File: src/rtl/fprot_pkg.sv
package fprot_pkg;
  localparam int ADDR_W = 16;
  localparam int SEL_W  = 7;
  localparam int SET_W  = SEL_W + 1;
  localparam int CMD_W  = 3;

  typedef enum logic [CMD_W-1:0] {
    CMD_BLANK = 3'd0,
    CMD_BYTE  = 3'd1,
    CMD_BURST = 3'd2,
    CMD_PAGE  = 3'd3,
    CMD_MASS  = 3'd4
  } fcmd_e;
endpackage

File: src/rtl/fprot_rst_sync.sv
module fprot_rst_sync #(
  parameter int STAGES = 2
) (
  input  logic clk,
  input  logic rst_n,
  output logic rst_n_sync
);
  logic [STAGES-1:0] chain_q;

  always_ff @(posedge clk or negedge rst_n) begin
    if (!rst_n) chain_q <= '0;
    else        chain_q <= {chain_q[STAGES-2:0], 1'b1};
  end

  assign rst_n_sync = chain_q[STAGES-1];
endmodule

File: src/rtl/fprot_reg.sv
module fprot_reg #(
  parameter int SET_W = 8
) (
  input  logic             clk,
  input  logic             rst_n,
  input  logic [SET_W-1:0] nv_byte,
  input  logic             dbg_wr_en,
  input  logic [SET_W-1:0] dbg_wr_data,
  output logic [SET_W-1:0] setting
);
  logic             load_q, load_d;
  logic [SET_W-1:0] setting_q, setting_d;
  logic             setting_en;

  always_comb begin
    load_d     = 1'b0;
    setting_d  = setting_q;
    setting_en = 1'b0;
    if (load_q) begin
      setting_d  = nv_byte;
      setting_en = 1'b1;
    end else if (dbg_wr_en) begin
      setting_d  = dbg_wr_data;
      setting_en = 1'b1;
    end
  end

  always_ff @(posedge clk or negedge rst_n) begin
    if (!rst_n) load_q <= 1'b1;
    else        load_q <= load_d;
  end

  always_ff @(posedge clk or negedge rst_n) begin
    if (!rst_n)          setting_q <= '0;
    else if (setting_en) setting_q <= setting_d;
  end

  assign setting = setting_q;

  assert_load_R2: assert property (@(posedge clk) disable iff (!rst_n)
    load_q |=> (setting == $past(nv_byte)));

  assert_dbg_write_R4: assert property (@(posedge clk) disable iff (!rst_n)
    (!load_q && dbg_wr_en) |=> (setting == $past(dbg_wr_data)));

  assert_hold_R3: assert property (@(posedge clk) disable iff (!rst_n)
    (!load_q && !dbg_wr_en) |=> $stable(setting));
endmodule

File: src/rtl/fprot_cmp.sv
module fprot_cmp
  import fprot_pkg::*;
#(
  parameter int A_W = 16,
  parameter int S_W = 7
) (
  input  logic           clk,
  input  logic           rst_n,
  input  logic [S_W:0]   setting,
  input  logic           req_valid,
  input  logic [CMD_W-1:0] req_cmd,
  input  logic [A_W-1:0] req_addr,
  output logic           violation
);
  localparam int BLK_W = A_W - S_W;

  logic [A_W-1:0] last_open;
  logic           prot_on, range_cmd, mass_cmd, above;
  fcmd_e          cmd;

  assign cmd       = fcmd_e'(req_cmd);
  assign last_open = {setting[S_W:1], {BLK_W{1'b1}}};
  assign prot_on   = ~setting[0];
  assign above     = req_addr > last_open;

  always_comb begin
    range_cmd = 1'b0;
    mass_cmd  = 1'b0;
    case (cmd)
      CMD_BYTE, CMD_BURST, CMD_PAGE: range_cmd = 1'b1;
      CMD_MASS:                      mass_cmd  = 1'b1;
      default: ;
    endcase
  end

  assign violation = req_valid & prot_on & ((range_cmd & above) | mass_cmd);

  assert_disabled_quiet_R5: assert property (@(posedge clk) disable iff (!rst_n)
    setting[0] |-> !violation);

  assert_mass_refused_R7: assert property (@(posedge clk) disable iff (!rst_n)
    (req_valid && req_cmd == 3'd4 && !setting[0]) |-> violation);

  assert_blank_quiet_R8: assert property (@(posedge clk) disable iff (!rst_n)
    (req_cmd == 3'd0 || req_cmd > 3'd4) |-> !violation);

  assert_strobe_R9: assert property (@(posedge clk) disable iff (!rst_n)
    !req_valid |-> !violation);

  assert_low_addr_R6: assert property (@(posedge clk) disable iff (!rst_n)
    (req_addr[A_W-1:BLK_W] < setting[S_W:1]) |-> (!violation || req_cmd == 3'd4));
endmodule

File: src/rtl/fprot_unit.sv
module fprot_unit
  import fprot_pkg::*;
(
  input  logic              clk,
  input  logic              rst_n,
  input  logic [SET_W-1:0]  nv_prot_byte,
  input  logic              dbg_wr_en,
  input  logic [SET_W-1:0]  dbg_wr_data,
  input  logic              app_wr_en,
  input  logic [SET_W-1:0]  app_wr_data,
  input  logic              req_valid,
  input  logic [CMD_W-1:0]  req_cmd,
  input  logic [ADDR_W-1:0] req_addr,
  output logic [SET_W-1:0]  prot_setting,
  output logic              violation
);
  logic rst_n_s;

  fprot_rst_sync #(.STAGES(2)) u_rst (
    .clk(clk), .rst_n(rst_n), .rst_n_sync(rst_n_s)
  );

  fprot_reg #(.SET_W(SET_W)) u_reg (
    .clk(clk), .rst_n(rst_n_s), .nv_byte(nv_prot_byte),
    .dbg_wr_en(dbg_wr_en), .dbg_wr_data(dbg_wr_data),
    .setting(prot_setting)
  );

  fprot_cmp #(.A_W(ADDR_W), .S_W(SEL_W)) u_cmp (
    .clk(clk), .rst_n(rst_n_s), .setting(prot_setting),
    .req_valid(req_valid), .req_cmd(req_cmd), .req_addr(req_addr),
    .violation(violation)
  );

  assert_app_ignored_R3: assert property (@(posedge clk) disable iff (!rst_n_s)
    (app_wr_en && !dbg_wr_en && app_wr_data != prot_setting && $past(rst_n_s))
      |=> (prot_setting == $past(prot_setting)));
endmodule

File: config.mk
export PLATFORM = sky130hd
export DESIGN_NAME = fprot_unit
export DESIGN_NICKNAME = d
export VERILOG_FILES = /design/src/rtl/fprot_pkg.sv /design/src/rtl/fprot_rst_sync.sv /design/src/rtl/fprot_reg.sv /design/src/rtl/fprot_cmp.sv /design/src/rtl/fprot_unit.sv
export SDC_FILE = /design/constraint.sdc
export NUM_CORES = 1
export LEC_CHECK = 0
export BUFFER_PORTS_ARGS = -buffer_cell sky130_fd_sc_hd__buf_2
export CORE_MARGIN = 3
export CORE_UTILIZATION = 40
export CTS_CLUSTER_SIZE = 12
export DETAILED_ROUTE_END_ITERATION = 12
export GPL_ROUTABILITY_DRIVEN = 0
export HOLD_SLACK_MARGIN = 0.05
export PLACE_DENSITY = 0.82
export SYNTH_ARGS = -nofsm -noshare
export SYNTH_HDL_FRONTEND = slang
export SYNTH_HIERARCHICAL = 1
export SYNTH_SLANG_ARGS = --single-unit
File: constraint.sdc
create_clock -name clk -period 3.9 [get_ports clk]
set_clock_uncertainty 0.2 [all_clocks]
set_input_delay 0.78 -clock clk [delete_from_list [all_inputs] [get_ports clk]]
set_output_delay 0.78 -clock clk [all_outputs]
set_load 0.02 [all_outputs]
After elaboration in Yosys (flattened, before gate mapping)
Index checks and enable logic that the tools add are counted.
{ "word_totals": {"reg_bits": 11, "in_bits": 48, "out_inout_bits": 9} }
{ "classes": {"n_lt_le_gt_ge": 1, "eq_ne": 4, "mux": 6, "bitwise_logic": 5, "reduce_logical": 3} }
{ "ops": {"columns": ["operator", "n"], "rows": [
  ["16-bit greater-than comparator", 1],
  ["8-bit 2-to-1 mux", 2],
  ["3-bit by 2-bit equality test with 1-bit output (second input constant)", 2],
  ["1-bit 2-to-1 mux", 4],
  ["1-bit bitwise AND", 3],
  ["3-bit by 1-bit equality test with 1-bit output (second input constant)", 1],
  ["3-bit equality test (second input constant)", 1],
  ["3-bit OR reduction", 1],
  ["2-bit AND reduction", 1],
  ["2-bit nonzero test", 1],
  ["1-bit NOT", 1],
  ["1-bit OR", 1]
]} }

Longest topological paths before layout
Gate-level depths: netlist (run 1).
{ "logic_depth": {"word_depth": 6, "mapped_depth": 6, "ltp_nobuf": 6} }

Cells and area by module
Netlist (run 1), hierarchy kept.
{ "modules_own_cells": {"columns": ["mod", "instances", "cells_per_inst", "area_each_um2"], "rows": [
  ["fprot_reg", 1, 36, 402.9],
  ["fprot_cmp", 1, 32, 210.2],
  ["fprot_rst_sync", 1, 3, 53.8]
]} }

Least setup slack after synthesis (run 1)
No wires, ideal clock.
{ "synth_timing": {"path_kind": "input port to output port", "start": "in req_addr[15]", "end": "out violation", "arrival_ps": 1941, "required_time_ps": 2920, "path_slack_ps": 979, "path_stages": 5, "path_buffers": 0, "path_cell_list": "ha_1 nand4_1 or4_1 o211ai_1 a21oi_1"} }
{ "synth_between": {"elab_chain_cells": 4} }
{ "synth_rtl": {"columns": ["element", "line_no", "rtl"], "rows": [
  ["from (decl)", "fprot_unit.sv:13", "input logic [ADDR_W-1:0] req_addr,"],
  ["16-bit greater-than comparator", "fprot_cmp.sv:24", "assign above = req_addr > last_open;"],
  ["1-bit bitwise AND", "fprot_cmp.sv:36", "assign violation = req_valid & prot_on & ((range_cmd & above) | mass_cmd);"],
  ["1-bit OR", "fprot_cmp.sv:36", null],
  ["1-bit bitwise AND", "fprot_cmp.sv:36", null],
  ["to (decl)", "fprot_unit.sv:15", "output logic violation"]
]} }
Every way passes these cells.

Worst setup path after layout (run 1)
Ends and elaborated chain as after synthesis.

==> results.sh, run 1 <==
export IMPL_leakagePower_nw=0.530
export IMPL_hold_class="input port to asynchronous set/reset pin"
export IMPL_hpwl_um=1300
export IMPL_first_global_vias=531
export IMPL_synth_top_family_by_area="simple AND/OR/NAND/NOR gates"
export IMPL_cp_required_ns=2.92
export IMPL_crit_path_start="req_addr[15]"
export IMPL_grt_max_degree=17
export IMPL_crit_top_cell="buf_2"
export IMPL_dp_cells=132
export IMPL_status="finished, final reports clean"
export IMPL_routed_wl_um=1560
export IMPL_synth_simple_gate_area_share_pct=13.3
export IMPL_drc=0
export IMPL_holdWs_ns=0.0895
export IMPL_firstDrtPassIters=4
export IMPL_rrSetupSlack_ns=2.74
export IMPL_reg2reg_depth=1
export IMPL_critPathSlowestCell="or4_1"
export IMPL_vias=676
export IMPL_grt_pass1_wl_um=2130
export IMPL_synth_nets=126
export IMPL_end_kind="output port"
export IMPL_setup_violations=0
export IMPL_r2r_end="u_reg/setting[7]$_DFFE_PN0P_"
export IMPL_synth_area_leader_cell="dfrtp_1"
export IMPL_syn_inst=71
export IMPL_synthMuxAreaShare_pct=12.0
export IMPL_path_class="input port to output port"
export IMPL_drive_above_1_share_pct=41.8
export IMPL_netlist_top_cells_area="dfrtp_1 38%, ha_1 13%, mux2i_1 12%"
export IMPL_synth_compound_area_share_pct=11.6
export IMPL_clk_pin_slew_worst_paths_ns=0.06
export IMPL_cts_root_buf="clkbuf_4"
export IMPL_die_w_um=46.8
export IMPL_cap_violations=0
export IMPL_cts_tree="done"
export IMPL_avgViaCountPerCell=4.90
export IMPL_cpPeakStageDelay_ns=0.53
export IMPL_start_util_pct=43.3
export IMPL_die_area_mm2=0.00219
export IMPL_cts_max_level=1
export IMPL_yosys_warnings=6
export IMPL_p_per_area_mw_per_mm2=301
export IMPL_rows=14
export IMPL_antenna_found_initial=0
export IMPL_cts_buffers=3
export IMPL_synth_top_area_share_pct=37.5
export IMPL_avgSynthCellArea_um2=9.39
export IMPL_die_y_um=46.8
export IMPL_period_needed_ns=3.16
export IMPL_core_area_mm2=0.00154
export IMPL_synth_fa_ha_area_share_pct=13.1
export IMPL_crit_path_start_kind="input port"
export IMPL_postLayoutCoreUtil_pct=61.4
export IMPL_cp_arrival_ns=2.18
export IMPL_ys_types=17
export IMPL_ir_drop_mv=0.197
export IMPL_synth_cell_area_um2=667
export IMPL_max_freq_mhz=316
export IMPL_drv_slew=0
export IMPL_syn_to_final_growth_pct=41.8
export IMPL_fin_crit_sh_pct=81.1
export IMPL_clk_latency_ns=0.26
export IMPL_rsz0062_at_grt="no"
export IMPL_ant_nets=0
export IMPL_power_mw=0.285
export IMPL_grt_util_all_layers_pct=13.8
export IMPL_cp_cell_sequence="buf_2, ha_1, nand4_1, or4_1, o211ai_1, a21oi_1, buf_2"
export IMPL_fin_setup_tns_ns=0
export IMPL_gr_total_overflow=0
export IMPL_clock_sinks=11
export IMPL_layout_nets=178
export IMPL_synth_xor_area_share_pct=0
export IMPL_cts_resized=0
export IMPL_ys_ff_latch=11
export IMPL_wl_per_cell_um=11.3
export IMPL_crit_fanout=3
export IMPL_io_pins=57
export IMPL_hold_violations=0
export IMPL_drt_initial_drc_count=4
export IMPL_rr_startpoint="u_rst/chain_q[1]$_DFF_PN0_"
export IMPL_yosysSeqAreaShare_pct=41.5
export IMPL_antennaDiodeCount=0
export IMPL_cts_buffer_depth=2
export IMPL_port_buffer_count=47
export IMPL_layoutNonFillerInstCount=138
==> sequential cells by signal, summed over array words and instances (netlist names) <==
signal	cells
u_reg/setting	8
u_reg/load_q	1
u_rst/chain_q	2
==> layer usage <==
metal	part of all wire (%)	wire length (µm)	GRT usage, %	up-vias
li1	-	-	-	345
met1	38	599	16.4	294
met2	48	750	23.8	35
met3	12	190	2.30	2
met4	0.96	15	6.63	0
met5	0	0	0	-
==> how the worst max path moves through the flow <==
stage	end	slack, ns
finish	violation	0.74
CTS	violation	0.73
global placement	violation	0.74
global route	violation	0.65
detailed placement	violation	0.74
floorplan	violation	0.98
==> metrics by stage <==
step,setup slack [ns],area (µm²)
floorplan,0.979,667
global placement,0.742,900
detailed placement,0.737,900
CTS,0.733,946
global route,0.652,946
finish,0.737,946
==> where the power goes <==
group          internal, mW  total (mW)  leakage (nW)  switching, mW
Sequential            0.124       0.132         0.130        0.00852
Clock                0.0395      0.0736        0.0150         0.0341
Combinational        0.0383      0.0791         0.385         0.0408
==> timing repair <==
item,CTS,global route
hold endpoints to repair,8,0
setup buffers,0,0
hold buffers,2,0
==> final cells by class <==
cell class              count  area (µm²)
clock buffers               4        26.3
fillers                   144         596
inverters                   7        26.3
multi-input cells          51         342
flip-flops and latches     11         277
well taps                  16        20.0
repair buffers             49         255
==> cell usage after synthesis <==
master,instances
dfstp_2,1
ha_1,7
nor2_1,2
conb_1,2
o211ai_1,1
or4_1,1
o21ai_0,1
mux2i_1,8
buf_6,2
nand4_1,4
nand3_1,1
nand2_1,10
inv_1,7
o21ai_1,8
dfrtp_1,10
a21oi_1,5
nand2b_1,1
==> cell families (layout without fill, tap and decap cells) <==
family          count (synthesis)  after routing
mux                             8              8
buf+inv                         9             60
flops                          11             11
compound gates                 15             15
fa+ha+maj                       7              7
other cells                     2              2
simple gates                   19             19
==> critical path: cells and delay by family <==
family          cells  cell delay, ns
simple gates        2            0.66
compound gates      2            0.19
fa+ha+maj           1            0.30
buf+inv             2            0.26
==> layout by cell type (no fill, tap or decap) <==
master         netlist  routed
a21oi_1              5       5
buf_2                0      47
clkbuf_1             0       1
clkbuf_4             0       3
conb_1               2       2
dfrtp_1             10      10
dfstp_2              1       1
dlygate4sd3_1        0       2
ha_1                 7       7
inv_1                7       7
mux2i_1              8       8
nand2_1             10      10
nand2b_1             1       1
nand3_1              1       1
nand4_1              4       4
nor2_1               2       2
o211ai_1             1       1
o21ai_0              1       1
o21ai_1              8       8
or4_1                1       1
Note: power is estimated with default switching activity, not from simulation.
==> inputs of run 2 (changes only) <==
- CORE_UTILIZATION: 40 -> 33
- PLACE_DENSITY: 0.82 -> 0.72
- clock period: 3.9 -> 2.86 ns (I/O delays scaled with it)
==> results.sh, run 2 (synthesized netlist as in run 1, its figures left out) <==
export IMPL_status="finished, final reports clean"
export IMPL_path_class="flop to output port"
export IMPL_cap_violations=0
export IMPL_cts_buffer_depth=2
export IMPL_leakagePower_nw=0.534
export IMPL_path_depth=7
export IMPL_rows=15
export IMPL_reg2reg_depth=1
export IMPL_cts_root_buf="clkbuf_4"
export IMPL_cp_arrival_ns=1.91
export IMPL_die_w_um=51.0
export IMPL_drv_slew=0
export IMPL_mostFrequentLayoutCells="47 x buf_2, 10 x nand2_1, 10 x dfrtp_1, 8 x mux2i_1, 8 x o21ai_1"
export IMPL_dp_cells=141
export IMPL_avgViaCountPerCell=4.56
export IMPL_antennaDiodeCount=0
export IMPL_hold_violations=0
export IMPL_end_kind="output port"
export IMPL_start_util_pct=36.6
export IMPL_hold_class="flop to flop"
export IMPL_critPathCapture="violation"
export IMPL_drc=0
export IMPL_clock_sinks=11
export IMPL_setup_violations=0
export IMPL_grt_pass1_wl_um=2500
export IMPL_path_buf_inv=2
export IMPL_critPathSlowestCell="or4_1"
export IMPL_io_pins=57
export IMPL_clk_pin_slew_worst_paths_ns=0.06
export IMPL_rr_startpoint="u_rst/chain_q[1]$_DFF_PN0_"
export IMPL_drive_above_1_share_pct=41.5
export IMPL_wl_per_cell_um=10.5
export IMPL_grt_util_all_layers_pct=12.5
export IMPL_period_needed_ns=2.68
export IMPL_gr_total_overflow=0
export IMPL_cp_required_ns=2.09
export IMPL_layoutNonFillerInstCount=148
export IMPL_cts_max_level=1
export IMPL_fillers=173
export IMPL_firstDrtPassIters=4
export IMPL_r2r_end="u_reg/setting[1]$_DFFE_PN0P_"
export IMPL_layout_nets=179
export IMPL_max_freq_mhz=373
export IMPL_rrSetupSlack_ns=1.72
export IMPL_antenna_found_initial=0
export IMPL_fin_crit_sh_pct=93.6
export IMPL_crit_fanout=3
export IMPL_first_global_vias=650
export IMPL_core_area_mm2=0.00182
export IMPL_final_common_cell="buf_2"
export IMPL_cp_cell_sequence="inv_1, ha_1, nand4_1, or4_1, o211ai_1, a21oi_1, buf_2"
export IMPL_holdWs_ns=0.152
export IMPL_cts_buffers=3
export IMPL_ant_nets=0
export IMPL_vias=675
export IMPL_fin_setup_tns_ns=0
export IMPL_grt_max_degree=17
export IMPL_hpwl_um=1310
export IMPL_drt_initial_drc_count=8
export IMPL_routed_wl_um=1550
export IMPL_syn_to_final_growth_pct=45.0
export IMPL_port_buffer_count=47
export IMPL_rsz0062_at_grt="no"
export IMPL_largest_register_ffs=8
export IMPL_die_y_um=51.0
export IMPL_ir_drop_mv=0.262
export IMPL_clk_latency_ns=0.25
export IMPL_crit_path_start="u_reg/setting[2]$_DFFE_PN0P_"
export IMPL_crit_path_start_kind="flop"
export IMPL_cts_resized=0
export IMPL_cts_tree="done"
export IMPL_p_per_area_mw_per_mm2=400
export IMPL_die_area_mm2=0.00260
export IMPL_crit_family="simple AND/OR/NAND/NOR gates"
export IMPL_cpPeakStageDelay_ns=0.52
export IMPL_power_mw=0.386
[run 2: cell count changes in the layout (fill, tap and decap cells not counted), sizes merged]
cell         previous run  this run
dlygate4sd3             2         3
[run 2: worst min path at each step]
stage,startpoint,to,slack (ns),cells past startpoint
6_report,u_rst/chain_q[0]$_DFF_PN0_,u_rst/chain_q[1]$_DFF_PN0_,0.15,0
5_1_grt,u_rst/chain_q[0]$_DFF_PN0_,u_rst/chain_q[1]$_DFF_PN0_,0.16,0
4_1_cts,u_rst/chain_q[0]$_DFF_PN0_,u_rst/chain_q[1]$_DFF_PN0_,0.16,0
3_5_place_dp,u_rst/chain_q[1]$_DFF_PN0_,u_reg/setting[4]$_DFFE_PN0P_,-0.05,0
3_3_place_gp,u_rst/chain_q[1]$_DFF_PN0_,u_reg/setting[3]$_DFFE_PN0P_,-0.05,0
2_1_floorplan,u_rst/chain_q[1]$_DFF_PN0_,u_reg/setting[0]$_DFFE_PN0P_,-0.09,0
[run 2: through the flow]
step	area, µm²	utilization, %	worst slack (ns)
2_1_floorplan	667	-	0.355
3_3_place_gp	911	50.0	0.107
3_5_place_dp	911	50.0	0.103
4_1_cts	967	53.1	0.0791
5_1_grt	967	53.1	0.0425
6_report	967	53.1	0.182
[run 2: power by group]
group	internal, mW	switching, mW
registers	0.169	0.0116
clock network	0.0537	0.0443
logic	0.0528	0.0549
[run 2: what timing repair did]
| item | 4_1_cts | 5_1_grt |
|---|---|---|
| hold endpoints to repair | 10 | 0 |
| hold buffers | 3 | 0 |
| setup endpoints to repair | 0 | 1 |
| buffers inserted | 0 | 0 |
[run 2: metal layers]
| layer | track usage [%] | up-vias | share of wire, % |
|---|---|---|---|
| met3 | 2.92 | 0 | 12 |
| li1 | - | 349 | - |
| met4 | 4.04 | 0 | 0 |
| met1 | 14.3 | 292 | 43 |
| met5 | 0 | - | 0 |
| met2 | 22.5 | 34 | 45 |
[run 2: cell type report]
class	instances	area, µm²	share of cell area, %
multi-input cells	51	342	35.3
repair buffers	50	265	27.4
well taps	25	31.3	3.23
clock buffers	4	26.3	2.72
flip-flops and latches	11	277	28.6
inverters	7	26.3	2.72
